===== config.mk =====
export PLATFORM = sky130hd
export DESIGN_NAME = blink_gate_top
export DESIGN_NICKNAME = d
export VERILOG_FILES = /design/src/rtl/blink_pkg.sv /design/src/rtl/blink_vsync_edge.sv /design/src/rtl/blink_field_counter.sv /design/src/rtl/blink_duty_gate.sv /design/src/rtl/blink_pixel_stage.sv /design/src/rtl/blink_gate_top.sv
export SDC_FILE = /design/constraint.sdc
export NUM_CORES = 1
export LEC_CHECK = 0
export ABC_AREA = 1
export BUFFER_PORTS_ARGS = -buffer_cell sky130_fd_sc_hd__buf_2
export CAP_MARGIN = 20
export CORE_MARGIN = 3
export CORE_UTILIZATION = 30
export DETAILED_ROUTE_END_ITERATION = 12
export PLACE_DENSITY_LB_ADDON = 0.08
export SYNTH_ARGS = -nofsm -noshare
export SYNTH_HDL_FRONTEND = slang
export SYNTH_SLANG_ARGS = --single-unit

===== constraint.sdc =====
create_clock -name clk -period 4.2 [get_ports clk]
set_clock_uncertainty 0.05 [all_clocks]
set_input_delay 0.63 -clock clk [delete_from_list [all_inputs] [get_ports clk]]
set_output_delay 0.63 -clock clk [all_outputs]
set_load 0.005 [all_outputs]

===== src/rtl/blink_pkg.sv =====
package blink_pkg;
  typedef enum logic [1:0] {
    DUTY_OFF  = 2'b00,
    DUTY_QTR  = 2'b01,
    DUTY_HALF = 2'b10,
    DUTY_3QTR = 2'b11
  } duty_e;
endpackage


===== src/rtl/blink_vsync_edge.sv =====
module blink_vsync_edge #(
  parameter int SYNC_STAGES = 2
) (
  input  logic clk,
  input  logic rst_n,
  input  logic vsync_i,
  output logic rise_o
);
  logic synced;
  logic prev_q;

  generate
    if (SYNC_STAGES == 0) begin : g_nosync
      assign synced = vsync_i;
    end else begin : g_sync
      logic [SYNC_STAGES-1:0] chain_q;
      always_ff @(posedge clk or negedge rst_n) begin
        if (!rst_n) chain_q <= '0;
        else begin
          chain_q[0] <= vsync_i;
          for (int i = 1; i < SYNC_STAGES; i++) chain_q[i] <= chain_q[i-1];
        end
      end
      assign synced = chain_q[SYNC_STAGES-1];
    end
  endgenerate

  always_ff @(posedge clk or negedge rst_n) begin
    if (!rst_n) prev_q <= 1'b0;
    else        prev_q <= synced;
  end

  assign rise_o = synced & ~prev_q;


  single_rise_chk: assert property (@(posedge clk) disable iff (!rst_n)
    rise_o |=> !rise_o);
endmodule


===== src/rtl/blink_field_counter.sv =====
module blink_field_counter #(
  parameter int SHORT_PERIOD = 32,
  parameter int LONG_PERIOD  = 64,
  parameter int CNT_W        = $clog2(LONG_PERIOD)
) (
  input  logic             clk,
  input  logic             rst_n,
  input  logic             rise_i,
  input  logic             period_long_i,
  output logic [CNT_W-1:0] cnt_o,
  output logic             active_long_o
);
  localparam logic [CNT_W:0] SHORT_V = (CNT_W+1)'(SHORT_PERIOD);
  localparam logic [CNT_W:0] LONG_V  = (CNT_W+1)'(LONG_PERIOD);

  logic [CNT_W-1:0] cnt_q;
  logic             long_q;
  logic             sel_change;
  logic [CNT_W:0]   period_v;
  logic [CNT_W:0]   next_v;

  assign sel_change = (period_long_i != long_q);
  assign period_v   = long_q ? LONG_V : SHORT_V;
  assign next_v     = {1'b0, cnt_q} + 1'b1;

  always_ff @(posedge clk or negedge rst_n) begin
    if (!rst_n) begin
      cnt_q  <= '0;
      long_q <= 1'b0;
    end else begin
      long_q <= period_long_i;
      if (sel_change)
        cnt_q <= '0;
      else if (rise_i)
        cnt_q <= (next_v == period_v) ? '0 : next_v[CNT_W-1:0];
    end
  end

  assign cnt_o         = cnt_q;
  assign active_long_o = long_q;


  cnt_in_period_chk: assert property (@(posedge clk) disable iff (!rst_n)
    ({1'b0, cnt_o} < (active_long_o ? LONG_V : SHORT_V)));

  cnt_hold_chk: assert property (@(posedge clk) disable iff (!rst_n)
    (!rise_i && !sel_change) |=> $stable(cnt_o));

  cnt_step_chk: assert property (@(posedge clk) disable iff (!rst_n)
    (rise_i && !sel_change) |=> (cnt_o == '0 || cnt_o == $past(cnt_o) + 1'b1));

  cnt_restart_chk: assert property (@(posedge clk) disable iff (!rst_n)
    sel_change |=> (cnt_o == '0));
endmodule


===== src/rtl/blink_duty_gate.sv =====
module blink_duty_gate
  import blink_pkg::*;
#(
  parameter int SHORT_PERIOD = 32,
  parameter int LONG_PERIOD  = 64,
  parameter int CNT_W        = $clog2(LONG_PERIOD)
) (
  input  logic [CNT_W-1:0] cnt_i,
  input  logic             long_i,
  input  logic [1:0]       duty_i,
  input  logic             en_i,
  output logic             visible_o
);
  localparam logic [CNT_W:0] SHORT_V = (CNT_W+1)'(SHORT_PERIOD);
  localparam logic [CNT_W:0] LONG_V  = (CNT_W+1)'(LONG_PERIOD);

  logic [CNT_W:0] period_v;
  logic [CNT_W:0] thresh;
  duty_e          duty;

  assign period_v = long_i ? LONG_V : SHORT_V;
  assign duty     = duty_e'(duty_i);

  always_comb begin
    unique case (duty)
      DUTY_QTR:  thresh = period_v >> 2;
      DUTY_HALF: thresh = period_v >> 1;
      DUTY_3QTR: thresh = (period_v >> 1) + (period_v >> 2);
      default:   thresh = period_v;
    endcase
  end

  assign visible_o = !en_i || (duty == DUTY_OFF) || ({1'b0, cnt_i} < thresh);
endmodule


===== src/rtl/blink_pixel_stage.sv =====
module blink_pixel_stage #(
  parameter int COLOR_W = 3
) (
  input  logic               clk,
  input  logic               rst_n,
  input  logic               gate_i,
  input  logic               in_valid_i,
  output logic               in_ready_o,
  input  logic [COLOR_W-1:0] in_fg_i,
  input  logic [COLOR_W-1:0] in_bg_i,
  input  logic               in_blink_i,
  output logic               out_valid_o,
  input  logic               out_ready_i,
  output logic [COLOR_W-1:0] out_color_o,
  output logic               out_shown_o
);
  logic               vld_q;
  logic [COLOR_W-1:0] color_q;
  logic               shown_q;
  logic               hide;

  assign in_ready_o = !vld_q || out_ready_i;
  assign hide       = in_blink_i && !gate_i;

  always_ff @(posedge clk or negedge rst_n) begin
    if (!rst_n) begin
      vld_q   <= 1'b0;
      color_q <= '0;
      shown_q <= 1'b0;
    end else if (in_ready_o) begin
      vld_q <= in_valid_i;
      if (in_valid_i) begin
        color_q <= hide ? in_bg_i : in_fg_i;
        shown_q <= !hide;
      end
    end
  end

  assign out_valid_o = vld_q;
  assign out_color_o = color_q;
  assign out_shown_o = shown_q;


  stall_hold_chk: assert property (@(posedge clk) disable iff (!rst_n)
    (out_valid_o && !out_ready_i) |=>
      (out_valid_o && $stable(out_color_o) && $stable(out_shown_o)));

  plain_char_shown_chk: assert property (@(posedge clk) disable iff (!rst_n)
    (in_valid_i && in_ready_o && !in_blink_i) |=> out_shown_o);
endmodule


===== src/rtl/blink_gate_top.sv =====
module blink_gate_top #(
  parameter int SHORT_PERIOD = 32,
  parameter int LONG_PERIOD  = 64,
  parameter int SYNC_STAGES  = 2,
  parameter int COLOR_W      = 3,
  localparam int CNT_W       = $clog2(LONG_PERIOD)
) (
  input  logic               clk,
  input  logic               rst_n,
  input  logic               vsync_i,
  input  logic               period_long_i,
  input  logic [1:0]         duty_code_i,
  input  logic               blink_en_i,
  input  logic               in_valid_i,
  output logic               in_ready_o,
  input  logic [COLOR_W-1:0] in_fg_i,
  input  logic [COLOR_W-1:0] in_bg_i,
  input  logic               in_blink_i,
  output logic               out_valid_o,
  input  logic               out_ready_i,
  output logic [COLOR_W-1:0] out_color_o,
  output logic               out_shown_o,
  output logic               blink_visible_o,
  output logic [CNT_W-1:0]   field_idx_o
);
  logic             rise;
  logic [CNT_W-1:0] cnt;
  logic             active_long;
  logic             gate;

  blink_vsync_edge #(.SYNC_STAGES(SYNC_STAGES)) u_edge (
    .clk(clk), .rst_n(rst_n), .vsync_i(vsync_i), .rise_o(rise)
  );

  blink_field_counter #(
    .SHORT_PERIOD(SHORT_PERIOD), .LONG_PERIOD(LONG_PERIOD), .CNT_W(CNT_W)
  ) u_cnt (
    .clk(clk), .rst_n(rst_n), .rise_i(rise), .period_long_i(period_long_i),
    .cnt_o(cnt), .active_long_o(active_long)
  );

  blink_duty_gate #(
    .SHORT_PERIOD(SHORT_PERIOD), .LONG_PERIOD(LONG_PERIOD), .CNT_W(CNT_W)
  ) u_gate (
    .cnt_i(cnt), .long_i(active_long), .duty_i(duty_code_i),
    .en_i(blink_en_i), .visible_o(gate)
  );

  blink_pixel_stage #(.COLOR_W(COLOR_W)) u_pix (
    .clk(clk), .rst_n(rst_n), .gate_i(gate),
    .in_valid_i(in_valid_i), .in_ready_o(in_ready_o),
    .in_fg_i(in_fg_i), .in_bg_i(in_bg_i), .in_blink_i(in_blink_i),
    .out_valid_o(out_valid_o), .out_ready_i(out_ready_i),
    .out_color_o(out_color_o), .out_shown_o(out_shown_o)
  );

  assign blink_visible_o = gate;
  assign field_idx_o     = cnt;


  gate_forced_on_chk: assert property (@(posedge clk) disable iff (!rst_n)
    (!blink_en_i || duty_code_i == 2'b00) |-> blink_visible_o);

  ready_rule_chk: assert property (@(posedge clk) disable iff (!rst_n)
    in_ready_o == (!out_valid_o || out_ready_i));
endmodule


==> impl_summary.txt <==
----------------------------------------------------
[Floorplanning]
  Core ar. ... 2545 um^2
  Die X-Extent ... 58.55 um
  DIE HEIGHT ... 58.55 um
  Initial core utilization ... 0.3255
  Site Rows ... 18
  Area of the die ... 3428 um^2
  IO Count ... 29

[Critical path]
  Destination of the worst register-to-register timing path ... u_pix.out_color_o[1]$_DFFE_PN0P_
  Type of the setup path with the least slack ... reg2out
  End of the critical path ... blink_visible_o
  Startpoint of the lowest-slack register-to-register path ... u_cnt.active_long_o$_DFF_PN0_
  Arrival @ worst endpoint ... 1.66 ns
  Reg-to-reg setup timing slack ... 2.59 ns
  Buffers & Inverters on Critical Path ... 2
  Req. time, crit path ... 3.52 ns
  Worst path top cell family by delay ... flip-flops
  Startpoint types ... register
  Top cell by count, worst path ... nand2_1
  Max FO, Critical Path ... 5
  Cell chain of the critical path ... inv_2, nand2_1, o21ai_0, ha_1, nand2_1, nand2_1, nand2_2, nand2_4, nand2_1, buf_2
  Capturing element type of the critical path ... output port
  Max stage delay on crit path ... 0.45 ns
  Worst Reg-to-Reg Cells ... 11
  CP max-delay cell ... dfrtp_1
  Number of cells on the critical path ... 10
  Launching instance or port of the critical path ... u_cnt.active_long_o$_DFF_PN0_

[Logic synthesis]
  Biggest area contributors in the synthesized netlist ... dfrtp_1, nand2_1, inv_1, nand3_1, ha_1
  Simple-gate share of the synthesized area ... 0.3218
  Primary FF master, synth ... dfrtp_1
  Synth Area in Compound Gates ... 0.05740
  Dominant combinational cell family by area after synthesis ... simple AND/OR/NAND/NOR gates
  Synthesized area per cell ... 7.741 um^2
  Post-Syn Nets ... 126
  Number of warnings printed during yosys synthesis ... 0
  Count of cell types in the netlist ... 20
  Sequential fraction of the synthesis area ... 0.4532
  Share of the synthesized netlist area taken by xor and xnor gates ... 0.03172
  Mux share of post-synthesis cell area ... 0
  Adder-cell share of the synthesized area ... 0.04532
  Ranking of synthesized cells by instance count ... nand2_1, inv_1, dfrtp_1
  Share of Yosys cell area claimed by the top area cell type ... 0.4532
  Flop and latch count out of synthesis ... 15
  Cell with the most instances after synthesis ... nand2_1
  Library cell occupying the most area in the post-synthesis netlist ... dfrtp_1
  Number of synthesized flops with an enable pin ... 0
  Number of instances in the synthesized netlist ... 107
  Syn Std Cell Area ... 828.3 um^2
  Share of async-settable or async-resettable flops after synthesis ... 1.000

[Min path]
  Class of the most critical hold timing path ... in2async

[Timing]
  Number of setup violations in the final report ... 0
  Hold slack final ... 0.1801 ns
  Final worst path period need ... 2.341 ns
  Slew HR ... 0.7272
  Unrepaired setup endpoints after global routing ... no
  Count of final max-slew check failures ... 0
  Final number of hold-violating endpoints ... 0
  Final setup TNS ... 0 ns
  Crit share post-route ... 0.5575
  Least-Margin Pin Slew ... 0.4077 ns
  Timing-limited maximum frequency ... 427.1 MHz

[CTS]
  Clock sinks ... 15
  Clock Path Buffers ... 2
  # H-tree levels ... 1
  Count of hold buffers inserted by post-cts repair ... 0
  Post-CTS setup buffers ... 0
  Number of buffers created by CTS ... 3
  Clk slew on worst S/H paths ... 0.09 ns
  Total of cells resized after clock tree synthesis ... 0
  Master cell of the clock root buffer ... clkbuf_4
  Clock latency on the worst-skew pair ... 0.29 ns
  Clock tree from TritonCTS ... built

[Placement]
  Global placer's final weighted congestion ... 0.8347
  Buffers on Ports ... 28
  Final HPWL from detailed placement ... 1375 um

[Power]
  Static Leak ... 0.0005852 uW
  Power per cell area ... 288.8 nW/um^2
  Maximum VDD drop ... 0.0001541 V

[Global routing]
  Number of global-route vias before repair ... 696
  Met2 Use GR ... 0.1627
  GRT Resource Usage Total ... 0.1098
  GRT busiest layer ... met2
  Antenna violations before repair ... 0
  Remaining global-route overflow ... 0
  Met3 demand-to-capacity share in global routing ... 0.02632
  First-pass GRT wire length ... 2835 um
  Met1 routing resource usage after global routing ... 0.1425
  Maximum number of pins on one net before global-route repair ... 16

[Detailed routing]
  Via density per instance ... 4.515
  TritonRoute pass-1 iters ... 4
  Total vias in the final route ... 763
  Violation count after the first detailed-routing iteration ... 34
  Detail Route Antenna Nets ... 0
  Post-route DRC ... 0
  Routed len/inst ... 9.994 um
  Final Routed Wirelength ... 1689 um

[Job]
  Max-cap violations ... 0

[Outcome]
  Status ... completed

[Final layout]
  Layout cell share with drive strength beyond 1 ... 0.2734
  Layout filler cell count ... 274
  Number of nets in the layout ... 159
  ANT cells ... 0
  Area Overhead vs Synth ... 24.77%

----------------------------------------------------
-- metrics by stage --
step / std cells / total power [uW] / setup slack [ns] / util / area, um^2
2_1_floorplan: 107 / 193.0 / 2.182 / - / 828.3
3_3_place_gp: 165 / 219.8 / 1.912 / 0.3953 / 1006
3_5_place_dp: 165 / 220.7 / 1.917 / 0.3953 / 1006
4_1_cts: 169 / 305.1 / 1.827 / 0.4061 / 1033
5_1_grt: 169 / 319.4 / 1.647 / 0.4061 / 1033
6_report: 169 / 298.5 / 1.859 / 0.4061 / 1033
-- state kept, by name, summed over array words and instances (netlist names) --
name and flops:
u_edge.prev_q 1, u_pix.out_shown_o 1, u_cnt.active_long_o 1, u_cnt.cnt_o 6, u_edge.g_sync.chain_q 2, u_pix.out_valid_o 1
u_pix.out_color_o 3
-- cells in the final DEF (no fill, tap or decap), drive strengths merged --
| cell | netlist | routed |
|---|---|---|
| clkinv | 0 | 1 |
| nand3 | 10 | 10 |
| xor2 | 2 | 2 |
| buf | 0 | 28 |
| ha | 3 | 3 |
| o21ai | 6 | 6 |
| nand4 | 3 | 3 |
| xnor2 | 1 | 1 |
| nor2 | 7 | 7 |
| inv | 20 | 20 |
| clkbuf | 0 | 3 |
| and3 | 1 | 1 |
| dfrtp | 15 | 15 |
| o22ai | 2 | 2 |
| nand2 | 36 | 36 |
| a21oi | 1 | 1 |
-- routing by layer --
metal / part of all wire / vias to the layer above
li1: - / 396
met1: 0.48 / 338
met2: 0.43 / 24
met3: 0.060 / 5
met4: 0.027 / 0
met5: 0 / -
-- final cells by class --
class                   instances  area [um^2]  share of cell area
flip-flops and latches         15        375.4              0.3632
repair buffers                 28        140.1              0.1356
clock inverters                 1        5.005            0.004843
well taps                      30        37.54             0.03632
inverters                      20        75.07             0.07264
clock buffers                   3        22.52             0.02179
multi-input cells              72        377.9              0.3656
-- power by group --
group	internal [uW]	switching, uW
registers	156	7.77
logic	23.0	29.7
clock network	35.4	47.0
total	214	84.5
-- kinds of logic (layout without fill, tap and decap cells) --
group | Yosys count | count (layout)
AND/OR/NAND/NOR | 57 | 57
buffers and inverters | 20 | 52
flip-flops | 15 | 15
AO/OA/AOI/OAI | 9 | 9
adder cells (fa/ha/maj) | 3 | 3
XOR/XNOR | 3 | 3
-- worst min-delay path by stage --
| stage | start | endpoint | slack (ns) |
|---|---|---|---|
| after CTS | rst_n | u_cnt.cnt_o[3]$_DFFE_PN0P_ | 0.18 |
| after global routing | rst_n | u_cnt.cnt_o[4]$_DFFE_PN0P_ | 0.19 |
| final | rst_n | u_cnt.cnt_o[5]$_DFFE_PN0P_ | 0.18 |
| after detailed placement | u_edge.g_sync.chain_q[0]$_DFF_PN0_ | u_edge.g_sync.chain_q[1]$_DFF_PN0_ | 0.29 |
| after floorplan | rst_n | u_cnt.active_long_o$_DFF_PN0_ | 0.28 |
| after global placement | u_edge.g_sync.chain_q[0]$_DFF_PN0_ | u_edge.g_sync.chain_q[1]$_DFF_PN0_ | 0.29 |
-- worst register-to-register path: cells and delay by family (launching register included) --
family                   cells  cell delay [ns]
adder cells (fa/ha/maj)      1             0.25
AO/OA/AOI/OAI                1             0.16
AND/OR/NAND/NOR              8             0.52
buffers and inverters        1             0.08
flip-flops                   1             0.45
(Power assumes the default switching activity.)
